`src/rtl/uart_irq_pkg.sv`:
```
// Shared constants and types for the UART interrupt block.
// Assumes eleven interrupt causes and six output lines.
package uart_irq_pkg;

    localparam int NUM_SRC   = 11;
    localparam int NUM_LINES = 6;

    // Bit positions of the latched causes
    localparam int BIT_RI  = 0;
    localparam int BIT_CTS = 1;
    localparam int BIT_DCD = 2;
    localparam int BIT_DSR = 3;
    localparam int BIT_RX  = 4;
    localparam int BIT_TX  = 5;
    localparam int BIT_RT  = 6;
    localparam int BIT_FE  = 7;
    localparam int BIT_PE  = 8;
    localparam int BIT_BE  = 9;
    localparam int BIT_OE  = 10;

    typedef logic [NUM_SRC-1:0] irq_vec_t;

    localparam irq_vec_t GRP_MODEM = irq_vec_t'((1 << BIT_RI) | (1 << BIT_CTS) |
                                                (1 << BIT_DCD) | (1 << BIT_DSR));
    localparam irq_vec_t GRP_ERR   = irq_vec_t'((1 << BIT_FE) | (1 << BIT_PE) |
                                                (1 << BIT_BE) | (1 << BIT_OE));

    // Output line indices
    localparam int LINE_ANY = 0;
    localparam int LINE_RX  = 1;
    localparam int LINE_TX  = 2;
    localparam int LINE_RT  = 3;
    localparam int LINE_MS  = 4;
    localparam int LINE_ERR = 5;

    typedef enum logic [1:0] {
        REG_MASK   = 2'd0,
        REG_RAW    = 2'd1,
        REG_MASKED = 2'd2,
        REG_CLEAR  = 2'd3
    } reg_sel_e;

    // Which causes feed a given output line
    function automatic irq_vec_t line_group(input int idx);
        irq_vec_t g;
        case (idx)
            LINE_ANY: g = '1;
            LINE_RX:  g = irq_vec_t'(1 << BIT_RX);
            LINE_TX:  g = irq_vec_t'(1 << BIT_TX);
            LINE_RT:  g = irq_vec_t'(1 << BIT_RT);
            LINE_MS:  g = GRP_MODEM;
            default:  g = GRP_ERR;
        endcase
        return g;
    endfunction

endpackage

```
`src/rtl/uart_irq_regif.sv`:
```
// Register port: holds the mask, produces the software clear vector and
// multiplexes read data. Assumes DATA_W >= NUM_SRC; upper bits read zero.
module uart_irq_regif
    import uart_irq_pkg::*;
#(
    parameter int DATA_W = 32
) (
    input  logic              clk,
    input  logic              rst_n,
    input  logic [1:0]        reg_addr,
    input  logic              reg_wen,
    input  logic [DATA_W-1:0] reg_wdata,
    input  irq_vec_t          raw_q,
    output irq_vec_t          mask_q,
    output irq_vec_t          clr_sw,
    output logic [DATA_W-1:0] reg_rdata
);

    reg_sel_e sel;
    irq_vec_t wr_bits;
    logic     unused_wdata_hi;

    assign sel             = reg_sel_e'(reg_addr);
    assign wr_bits         = reg_wdata[NUM_SRC-1:0];
    assign unused_wdata_hi = |reg_wdata[DATA_W-1:NUM_SRC];

    // Mask register: written whole, only the implemented bits kept
    always_ff @(posedge clk) begin
        if (!rst_n) begin
            mask_q <= '0;
        end else if (reg_wen && sel == REG_MASK) begin
            mask_q <= wr_bits;
        end
    end

    // Write-one-to-clear strobe vector toward the status register
    always_comb begin
        clr_sw = '0;
        if (reg_wen && sel == REG_CLEAR) begin
            clr_sw = wr_bits;
        end
    end

    // Read data, zero extended
    always_comb begin
        reg_rdata = '0;
        unique case (sel)
            REG_MASK:   reg_rdata[NUM_SRC-1:0] = mask_q;
            REG_RAW:    reg_rdata[NUM_SRC-1:0] = raw_q;
            REG_MASKED: reg_rdata[NUM_SRC-1:0] = raw_q & mask_q;
            REG_CLEAR:  reg_rdata = '0;
        endcase
    end

endmodule

```
`src/rtl/uart_irq_rxlevel.sv`:
```
// Receive-level event decode: turns FIFO push/pop pulses and the reported
// occupancy into set and clear requests for the receive bit.
// Assumes rx_count is the occupancy after this cycle's push or pop.
module uart_irq_rxlevel #(
    parameter int CNT_W = 5
) (
    input  logic             rx_push,
    input  logic             rx_pop,
    input  logic [CNT_W-1:0] rx_count,
    input  logic [CNT_W-1:0] rx_trig,
    output logic             rx_set,
    output logic             rx_clr
);

    localparam logic [CNT_W-1:0] ONE = CNT_W'(1);

    logic             trig_valid;
    logic [CNT_W-1:0] trig_m1;

    assign trig_valid = (rx_trig != '0);
    assign trig_m1    = rx_trig - ONE;

    // Raise on reaching the trigger, drop on falling just below it
    always_comb begin
        rx_set = rx_push && trig_valid && (rx_count == rx_trig);
        rx_clr = rx_pop  && trig_valid && (rx_count == trig_m1);
    end

endmodule

```
`src/rtl/uart_irq_status.sv`:
```
// Latched interrupt status. Set requests win over clear requests in
// the same cycle. Assumes all requests are single-cycle pulses.
module uart_irq_status
    import uart_irq_pkg::*;
(
    input  logic     clk,
    input  logic     rst_n,
    input  irq_vec_t set_vec,
    input  irq_vec_t clr_vec,
    output irq_vec_t raw_q
);

    // Update latched bits: clear first, then apply sets on top
    always_ff @(posedge clk) begin
        if (!rst_n) begin
            raw_q <= '0;
        end else begin
            raw_q <= (raw_q & ~clr_vec) | set_vec;
        end
    end

endmodule

```
`src/rtl/uart_irq_route.sv`:
```
// Output routing: masks the latched status and registers one OR per
// output line, using the group table in the package.
module uart_irq_route
    import uart_irq_pkg::*;
(
    input  logic                 clk,
    input  logic                 rst_n,
    input  irq_vec_t             raw_q,
    input  irq_vec_t             mask_q,
    output logic [NUM_LINES-1:0] lines_q
);

    irq_vec_t             masked;
    logic [NUM_LINES-1:0] hit;

    assign masked = raw_q & mask_q;

    for (genvar i = 0; i < NUM_LINES; i++) begin : g_line
        localparam irq_vec_t GRP = line_group(i);
        assign hit[i] = |(masked & GRP);
    end

    // Register the lines so they change only on clock edges
    always_ff @(posedge clk) begin
        if (!rst_n) begin
            lines_q <= '0;
        end else begin
            lines_q <= hit;
        end
    end

endmodule

```
`src/rtl/uart_irq_router.sv`:
```
// Top of the UART interrupt block: gathers the event pulses into the
// status set vector, merges software and receive-level clears, and
// routes the masked status to six registered lines.
// Assumes all event inputs are synchronous single-cycle pulses.
module uart_irq_router
    import uart_irq_pkg::*;
#(
    parameter int DATA_W = 32,
    parameter int CNT_W  = 5
) (
    input  logic              clk,
    input  logic              rst_n,
    input  logic [1:0]        reg_addr,
    input  logic              reg_wen,
    input  logic [DATA_W-1:0] reg_wdata,
    output logic [DATA_W-1:0] reg_rdata,
    input  logic              rx_push,
    input  logic              rx_pop,
    input  logic [CNT_W-1:0]  rx_count,
    input  logic [CNT_W-1:0]  rx_trig,
    input  logic              tx_write,
    input  logic              rx_timeout,
    input  logic [3:0]        err_set,
    input  logic [3:0]        modem_set,
    output logic              irq_any,
    output logic              irq_rx,
    output logic              irq_tx,
    output logic              irq_rt,
    output logic              irq_ms,
    output logic              irq_err
);

    irq_vec_t             raw_q;
    irq_vec_t             mask_q;
    irq_vec_t             clr_sw;
    irq_vec_t             clr_all;
    irq_vec_t             set_vec;
    logic                 rx_set;
    logic                 rx_clr;
    logic [NUM_LINES-1:0] lines_q;

    uart_irq_regif #(.DATA_W(DATA_W)) regif_i (
        .clk       (clk),
        .rst_n     (rst_n),
        .reg_addr  (reg_addr),
        .reg_wen   (reg_wen),
        .reg_wdata (reg_wdata),
        .raw_q     (raw_q),
        .mask_q    (mask_q),
        .clr_sw    (clr_sw),
        .reg_rdata (reg_rdata)
    );

    uart_irq_rxlevel #(.CNT_W(CNT_W)) rxlevel_i (
        .rx_push  (rx_push),
        .rx_pop   (rx_pop),
        .rx_count (rx_count),
        .rx_trig  (rx_trig),
        .rx_set   (rx_set),
        .rx_clr   (rx_clr)
    );

    // Assemble set vector in status bit order (error group on top)
    assign set_vec = {err_set, rx_timeout, tx_write, rx_set, modem_set};

    // Software clears plus the receive-level drop
    assign clr_all = clr_sw | (irq_vec_t'(rx_clr) << BIT_RX);

    uart_irq_status status_i (
        .clk     (clk),
        .rst_n   (rst_n),
        .set_vec (set_vec),
        .clr_vec (clr_all),
        .raw_q   (raw_q)
    );

    uart_irq_route route_i (
        .clk     (clk),
        .rst_n   (rst_n),
        .raw_q   (raw_q),
        .mask_q  (mask_q),
        .lines_q (lines_q)
    );

    assign irq_any = lines_q[LINE_ANY];
    assign irq_rx  = lines_q[LINE_RX];
    assign irq_tx  = lines_q[LINE_TX];
    assign irq_rt  = lines_q[LINE_RT];
    assign irq_ms  = lines_q[LINE_MS];
    assign irq_err = lines_q[LINE_ERR];

endmodule

```
`config.mk`:
```
export PLATFORM = sky130hd
export DESIGN_NAME = uart_irq_router
export DESIGN_NICKNAME = d
export VERILOG_FILES = /design/src/rtl/uart_irq_pkg.sv /design/src/rtl/uart_irq_regif.sv /design/src/rtl/uart_irq_rxlevel.sv /design/src/rtl/uart_irq_status.sv /design/src/rtl/uart_irq_route.sv /design/src/rtl/uart_irq_router.sv
export SDC_FILE = /design/constraint.sdc
export NUM_CORES = 1
export LEC_CHECK = 0
export BUFFER_PORTS_ARGS = -buffer_cell sky130_fd_sc_hd__clkbuf_2
export CORE_UTILIZATION = 42
export DETAILED_ROUTE_END_ITERATION = 10
export PLACE_DENSITY = 0.8
export SKIP_LAST_GASP = 1
export SYNTH_ARGS = -nofsm -noshare
export SYNTH_HDL_FRONTEND = slang
export SYNTH_SLANG_ARGS = --single-unit
```
`constraint.sdc`:
```
create_clock -name clk -period 2.04 [get_ports clk]
set_clock_uncertainty 0.05 [all_clocks]
set_input_delay 0.408 -clock clk [delete_from_list [all_inputs] [get_ports clk]]
set_output_delay 0.408 -clock clk [all_outputs]
set_load 0.005 [all_outputs]
```
Word level (Yosys, flattened, before mapping)
Index checks and enable logic that the tools add are counted.
{"block": "totals", "ff_bits": 28, "input_bits": 59}
{"block": "op_classes", "add_sub_neg": 1, "n_eq_ne": 5, "muxes": 2, "n_bitwise": 5, "n_reduce_logical": 11}
{"op": "$pmux W11 S4", "n": 1}
{"op": "$and A11 B11 Y11", "n": 2}
{"op": "$mux W11", "n": 1}
{"op": "$not A11 Y11", "n": 1}
{"op": "$or A11 B11 Y11", "n": 1}
{"op": "$or A11 B5 Y11", "n": 1}
{"op": "$reduce_or A11 Y1", "n": 1}
{"op": "$eq A5 B5 Y1", "n": 2}
{"op": "$reduce_or A4 Y1", "n": 2}
{"op": "$logic_and A1 B1 Y1", "n": 6}
{"op": "$reduce_bool A5 Y1", "n": 1}
{"op": "$sub A5 B1 Y5 const B", "n": 1}
{"op": "$eq A2 B2 Y1 const B", "n": 2}
{"op": "$eq A2 B1 Y1 const B", "n": 1}
{"op": "$logic_not A2 Y1", "n": 1}

Logic depth before layout (Yosys ltp)
Gate-level depths: netlist (run 1).
{"block": "logic_depth", "depth_word": 7, "ltp_mapped": 6, "mapped_depth_nobuf": 6}

Cells and area by module
From an unflattened synthesis (run 1), not the netlist that was laid out.
{"block": "hier_totals", "cells_unflattened": 186, "area_unflattened_um2": 1661.6}
{"mod": "uart_irq_regif", "n_inst": 1, "cells_per_inst": 110, "area_each_um2": 884.6}
{"mod": "uart_irq_status", "n_inst": 1, "cells_per_inst": 34, "area_each_um2": 382.9}
{"mod": "uart_irq_route", "n_inst": 1, "cells_per_inst": 19, "area_each_um2": 210.2}
{"mod": "uart_irq_rxlevel", "n_inst": 1, "cells_per_inst": 22, "area_each_um2": 177.7}
{"mod": "uart_irq_router", "n_inst": 1, "cells_per_inst": 1, "area_each_um2": 6.3}

Worst setup path before layout (run 1)
Ideal clock, no wire load.
{"block": "synth_timing", "kind": "input -> output", "start": "input port reg_addr[1]", "end": "output port reg_rdata[3]", "arrival_ns": 1.156, "required_ns": 1.582, "slack_ns": 0.426, "cell_stages": 3, "path_cell_list": "clkbuf_1 -> or2b_1 -> a32o_1"}
{"block": "synth_via", "elab_chain_cells": 2, "word_cells_on_any_way": 5}
{"item": "start, declared", "line": "uart_irq_router.sv:13", "source": "input logic [1:0] reg_addr,"}
{"item": "$eq A2 B2 Y1, or another cell as far along", "line": "uart_irq_regif.sv:47", "source": "unique case (sel)"}
{"item": "$pmux W11 S4 *", "line": "uart_irq_regif.sv:47"}
{"item": "end, declared", "line": "uart_irq_router.sv:16", "source": "output logic [DATA_W-1:0] reg_rdata,"}
Every way passes the cells marked *; elsewhere a longest branch is shown, timed or not.

Worst setup path after layout (run 1)
{"block": "layout_timing", "start": "input port reg_addr[0]", "end": "output port reg_rdata[5]"}
Same word-level chain as after synthesis.

==> results of run 1 <==
[registers in the layout, summed over array words and instances (netlist names)]
name / count
regif_i.mask_q: 11
status_i.raw_q: 11
route_i.lines_q: 6
[per-stage QoR]
| step | util | instances | hold WS (ns) | setup slack (ns) | cell area (um2) |
|---|---|---|---|---|---|
| CTS | 0.533 | 273 | 0.222 | 0.0285 | 1790 |
| floorplan | - | 192 | 0.425 | 0.426 | 1560 |
| finish | 0.534 | 273 | 0.225 | 0.260 | 1800 |
| global route | 0.534 | 273 | 0.206 | 0.207 | 1800 |
| detailed placement | 0.518 | 269 | 0.451 | 0.0334 | 1740 |
| global placement | 0.518 | 269 | 0.448 | 0.0951 | 1740 |
[synth_stat cells, types with 2 or more instances]
master	n
clkbuf_1	4
xnor2_1	6
nor2_1	23
or4_1	2
buf_4	22
a32o_1	11
nand2_1	12
a21oi_1	12
nand3_1	2
nand2b_1	10
a22oi_1	5
mux2i_1	12
xor2_1	2
and3_1	4
nor2b_1	2
inv_1	4
buf_2	2
dfxtp_1	28
[critical path, cell delays in order]
cell and delay [ns]:
clkbuf_2 0.11, inv_1 0.06, nor2_2 0.41, a32o_1 0.22, clkbuf_2 0.12
[final timing paths]
check	cells after the start	end	startpoint
worst min register to register	1	route_i.lines_q[1]	regif_i.mask_q[4]
worst max register to register	3	route_i.lines_q[0]	status_i.raw_q[7]
worst min-delay path	3	status_i.raw_q[1]	modem_set[1]
worst max-delay path	5	reg_rdata[5]	reg_addr[0]
[repair_timing]
action | CTS | global route
endpoints found under the hold margin | 0 | 0
setup endpoints to repair | 0 | 11
gates resized for setup | 0 | 1
buffers inserted | 0 | 0
[area by class of cell]
| type | count | area share |
|---|---|---|
| flip-flops and latches | 28 | 0.312 |
| repair buffers | 59 | 0.171 |
| well taps | 46 | 0.0320 |
| clock inverters | 1 | 0.0167 |
| multi-input cells | 132 | 0.447 |
| inverters | 4 | 0.00836 |
| clock buffers | 3 | 0.0125 |
[metal layers]
metal  up-vias  routed length (um)  GRT usage
li1        663                   -          -
met1       613                1440      0.219
met2        47                1530      0.295
met3         6                 183     0.0483
met4         0                  40     0.0540
met5         -                   0          0
[cells by family (layout without fill, tap and decap cells)]
family,after synthesis,after routing
AO/OA/AOI/OAI,29,29
multiplexers,12,12
adder cells (fa/ha/maj),1,1
buffers and inverters,32,67
other,1,21
AND/OR/NAND/NOR,61,61
XOR/XNOR,8,8
flip-flops,28,28
[where the power goes]
| group | internal, mW | leakage [nW] | switching [mW] | total [mW] |
|---|---|---|---|---|
| Combinational | 0.0908 | 0.576 | 0.0963 | 0.187 |
| Sequential | 0.572 | 0.230 | 0.0211 | 0.594 |
| Clock | 0.199 | 0.0279 | 0.159 | 0.358 |
==> impl_metrics.yaml, run 1 <==
cts:
  clockRootBuffer: "clkbuf_4"
  cts_tree: "yes"
  worstSkewPairLatency_ns: 0.32
  cts-buffers-inserted: 3
  cts.path.max_buffers: 2
  clkTransAtPathRegs_ns: 0.14
  htreeDepth: 1
  clock-sinks: 28
  cts_hold_buf: 0
grt:
  gr-total-overflow: 0
  grt_max_degree: 17
  globalRouteTotalUtil: 0.176
  grt_pass1_wl_um: 4910
  grt_pass1_vias: 1115
  antenna_found_initial: 0
critical_path:
  crit_fanout: 11
  cp.required_ns: 1.58
  cp.arrival_ns: 1.32
  crit_path_end_kind: "primary output"
  start_kind: "primary input"
  rrSetupSlack_ns: 0.65
  crit_type: "primary input to primary output"
power_and_ir_drop:
  p_leak_nw: 0.833
  irDropWorstVdd_v: 0.000484
  powerDensity_nw_per_um2: 634
  finalPower_mw: 1.14
yosys:
  synth-seq-cells: 28
  synth_top_family_by_area: "simple AND/OR/NAND/NOR gates"
  ys.flop_type: "dfxtp_1"
  synth_area_leaders: "dfxtp_1, buf_4, mux2i_1"
  synth_area_leader_cell: "dfxtp_1"
  synth_edf_count: 0
  synthArstFlopShare: 0
  ys_seq_area_frac: 0.377
  synthSimpleGateAreaFrac: 0.203
  synth-compound-area-share: 0.143
  yosysWarnings: 0
  synth_area_um2: 1490
  synth_xor_area_frac: 0.0471
  avgSynthCellArea_um2: 8.64
  ys_types: 27
  synthAdderAreaFrac: 0.00842
  synthDominantCellAreaShare: 0.377
  synth_mux_area_frac: 0.0808
  syn_inst: 172
timing:
  final_max_slew_viol_count: 0
  finalSetupTns_ns: 0
  maxSlewHeadroom: 0.648
  worst_pin_slew_ns: 0.527
  rsz0062_at_grt: "no"
  fin_crit_sh: 0.872
  hold_viol_final: 0
  setup_violations: 0
  period_minus_slack_ns: 1.78
  max_freq_mhz: 562
floorplanning:
  pin_count: 97
  die_x_um: 61.5
  fp.dieArea_um2: 3780
  start_util: 0.442
  die_h_um: 61.5
  rows: 21
  design.core.area_um2: 3360
routing:
  drt_iter0_drc: 37
  drt.antenna.violating_nets: 0
  wl_per_cell_um: 11.7
  drt_first_pass_iters: 4
  drc_errors: 0
  vias: 1329
  wl_um: 3190
  vias_per_cell: 4.87
layout:
  layout_commonest_cell: "clkbuf_2"
  multi_input_area_um2: 803
  regArea_um2: 561
  mostFrequentLayoutCells: "clkbuf_2, dfxtp_1, nor2_1"
  fillers: 352
  layout.nets: 288
  area_growth_syn_to_layout_pct: 20.9
  diodes: 0
  final_layout_size_suffix_gt1_frac: 0.291
placement:
  gp_congestion: 0.741
  hpwl_um: 2400
  io_buffers: 54
hold_path:
  hp-class: "primary input to flip-flop"
run_status:
  status: "finished clean"
flow_run:
  maxCapViolations: 0
Power figures use the tool's default switching activity.
==> inputs of run 2 (changes only) <==
==> constraint.sdc (replaced) <==
create_clock -name clk -period 1.81 [get_ports clk]
set_clock_uncertainty 0.05 [all_clocks]
set_input_delay 0.362 -clock clk [delete_from_list [all_inputs] [get_ports clk]]
set_output_delay 0.362 -clock clk [all_outputs]
set_load 0.005 [all_outputs]
==> run 2 against run 1 <==
Sequential share of layout area decreased by 0.13 points. Critical path type is now flip-flop to primary output. Largest power group unchanged. Flip-flop and latch count unchanged. Sequential power increased by 13%. Setup slack got worse by 0.16 ns. Global-route usage increased by 0.14 points. Clock power increased by 13%. Utilization increased by 0.22 points. Via count increased by 0.90%. Wire length increased by 1.3%. Critical endpoint is now reg_rdata[3]. Total power increased by 13%.
==> impl_metrics.yaml, run 2 (synthesis results as in run 1) <==
run_status:
  status: "finished clean"
power_and_ir_drop:
  p_leak_nw: 0.838
  powerDensity_nw_per_um2: 713
  finalPower_mw: 1.29
  irDropWorstVdd_v: 0.000513
layout:
  mostFrequentLayoutCells: "clkbuf_2, dfxtp_1, nor2_1"
  layout.nets: 289
  reg.largest.list: "regif_i.mask_q x11, status_i.raw_q x11, route_i.lines_q x6"
  area_growth_syn_to_layout_pct: 21.4
  fillers: 343
  regArea_um2: 561
  utilization: 0.536
  multi_input_area_um2: 803
  final_layout_size_suffix_gt1_frac: 0.294
  diodes: 0
  stdcell_area_um2: 1800
  final_cells: 274
  layout_commonest_cell: "clkbuf_2"
timing:
  max_freq_mhz: 583
  period_minus_slack_ns: 1.71
  rsz0062_at_grt: "no"
  final_max_slew_viol_count: 0
  worst_pin_slew_ns: 0.507
  fin_crit_sh: 0.947
  maxSlewHeadroom: 0.662
  finalSetupTns_ns: 0
  setup_ws_ns: 0.0959
  hold_viol_final: 0
  whs_ns: 0.175
  setup_violations: 0
cts:
  cts-buffers-inserted: 3
  clock-sinks: 28
  worstSkewPairLatency_ns: 0.33
  cts_tree: "yes"
  htreeDepth: 1
  cts.path.max_buffers: 2
  clkTransAtPathRegs_ns: 0.15
  cts_setup_buffers: 0
  clockRootBuffer: "clkbuf_4"
  cts_hold_buf: 0
placement:
  placed_cells: 270
  place_ws_ns: -0.0828
  place_area_um2: 1750
  hpwl_um: 2460
  gp_congestion: 0.743
  io_buffers: 54
critical_path:
  crit_path_end_kind: "primary output"
  max_stage_delay_ns: 0.37
  cp.required_ns: 1.40
  cp_cell_sequence: "or2b_1 > a32o_1 > clkbuf_2"
  crit_fanout: 4
  start_kind: "flip-flop"
  cpMaxStageDelayCell: "dfxtp_1"
  crit_type: "flip-flop to primary output"
  cp.arrival_ns: 1.30
floorplanning:
  start_util: 0.442
  design.core.area_um2: 3360
  die_h_um: 61.5
  fp.dieArea_um2: 3780
  rows: 21
  pin_count: 97
  die_x_um: 61.5
grt:
  globalRouteTotalUtil: 0.177
  antenna_found_initial: 0
  grt_pass1_vias: 1099
  grt_max_degree: 17
  grt_pass1_wl_um: 4890
  gr-total-overflow: 0
routing:
  vias: 1341
  drt_iter0_drc: 39
  wl_um: 3240
  drt.antenna.violating_nets: 0
  vias_per_cell: 4.89
  drt_first_pass_iters: 4
  wl_per_cell_um: 11.8
  drc_errors: 0
hold_path:
  hp-class: "primary input to flip-flop"
flow_run:
  maxCapViolations: 0
-- run 2: cell count changes in the layout (fill, tap and decap cells not counted), sizes merged --
cell and change:
buf +1
-- run 2: timing repair --
item                                   CTS  global route
endpoints found under the hold margin    0             0
setup endpoints to repair               11             0
gates resized for setup                  1             0
-- run 2: cell type report --
cell class | instances | share of cell area
clock buffer | 3 | 0.0125
clock inverter | 1 | 0.0166
inverter | 4 | 0.00832
multi-input combinational | 132 | 0.445
sequential | 28 | 0.311
tap | 46 | 0.0319
timing repair buffer | 60 | 0.175
-- run 2: power breakdown --
group	switching, mW	internal (mW)
registers	0.0246	0.645
logic	0.108	0.104
clock network	0.180	0.224
-- run 2: path summary, 6_finish.rpt --
path	startpoint	to	slack, ns	cells past startpoint
worst min register to register	regif_i.mask_q[6]	route_i.lines_q[3]	0.48	1
worst max register to register	status_i.raw_q[7]	route_i.lines_q[0]	0.42	3
worst min-delay path	rx_timeout	status_i.raw_q[6]	0.18	3
worst max-delay path	status_i.raw_q[3]	reg_rdata[3]	0.1	3
-- run 2: worst max-delay path, delay by kind of cell (launching register included) --
kind / cells / cell delay (ns)
flops: 1 / 0.37
compound gates: 1 / 0.26
simple gates: 1 / 0.24
buf+inv: 1 / 0.11
-- run 2: metal layers --
layer	GRT usage	share of wire	vias to the layer above
met5	0	0	-
met4	0.0571	0.0056	0
met3	0.0483	0.057	2
met2	0.296	0.50	41
met1	0.221	0.43	634
li1	-	-	664
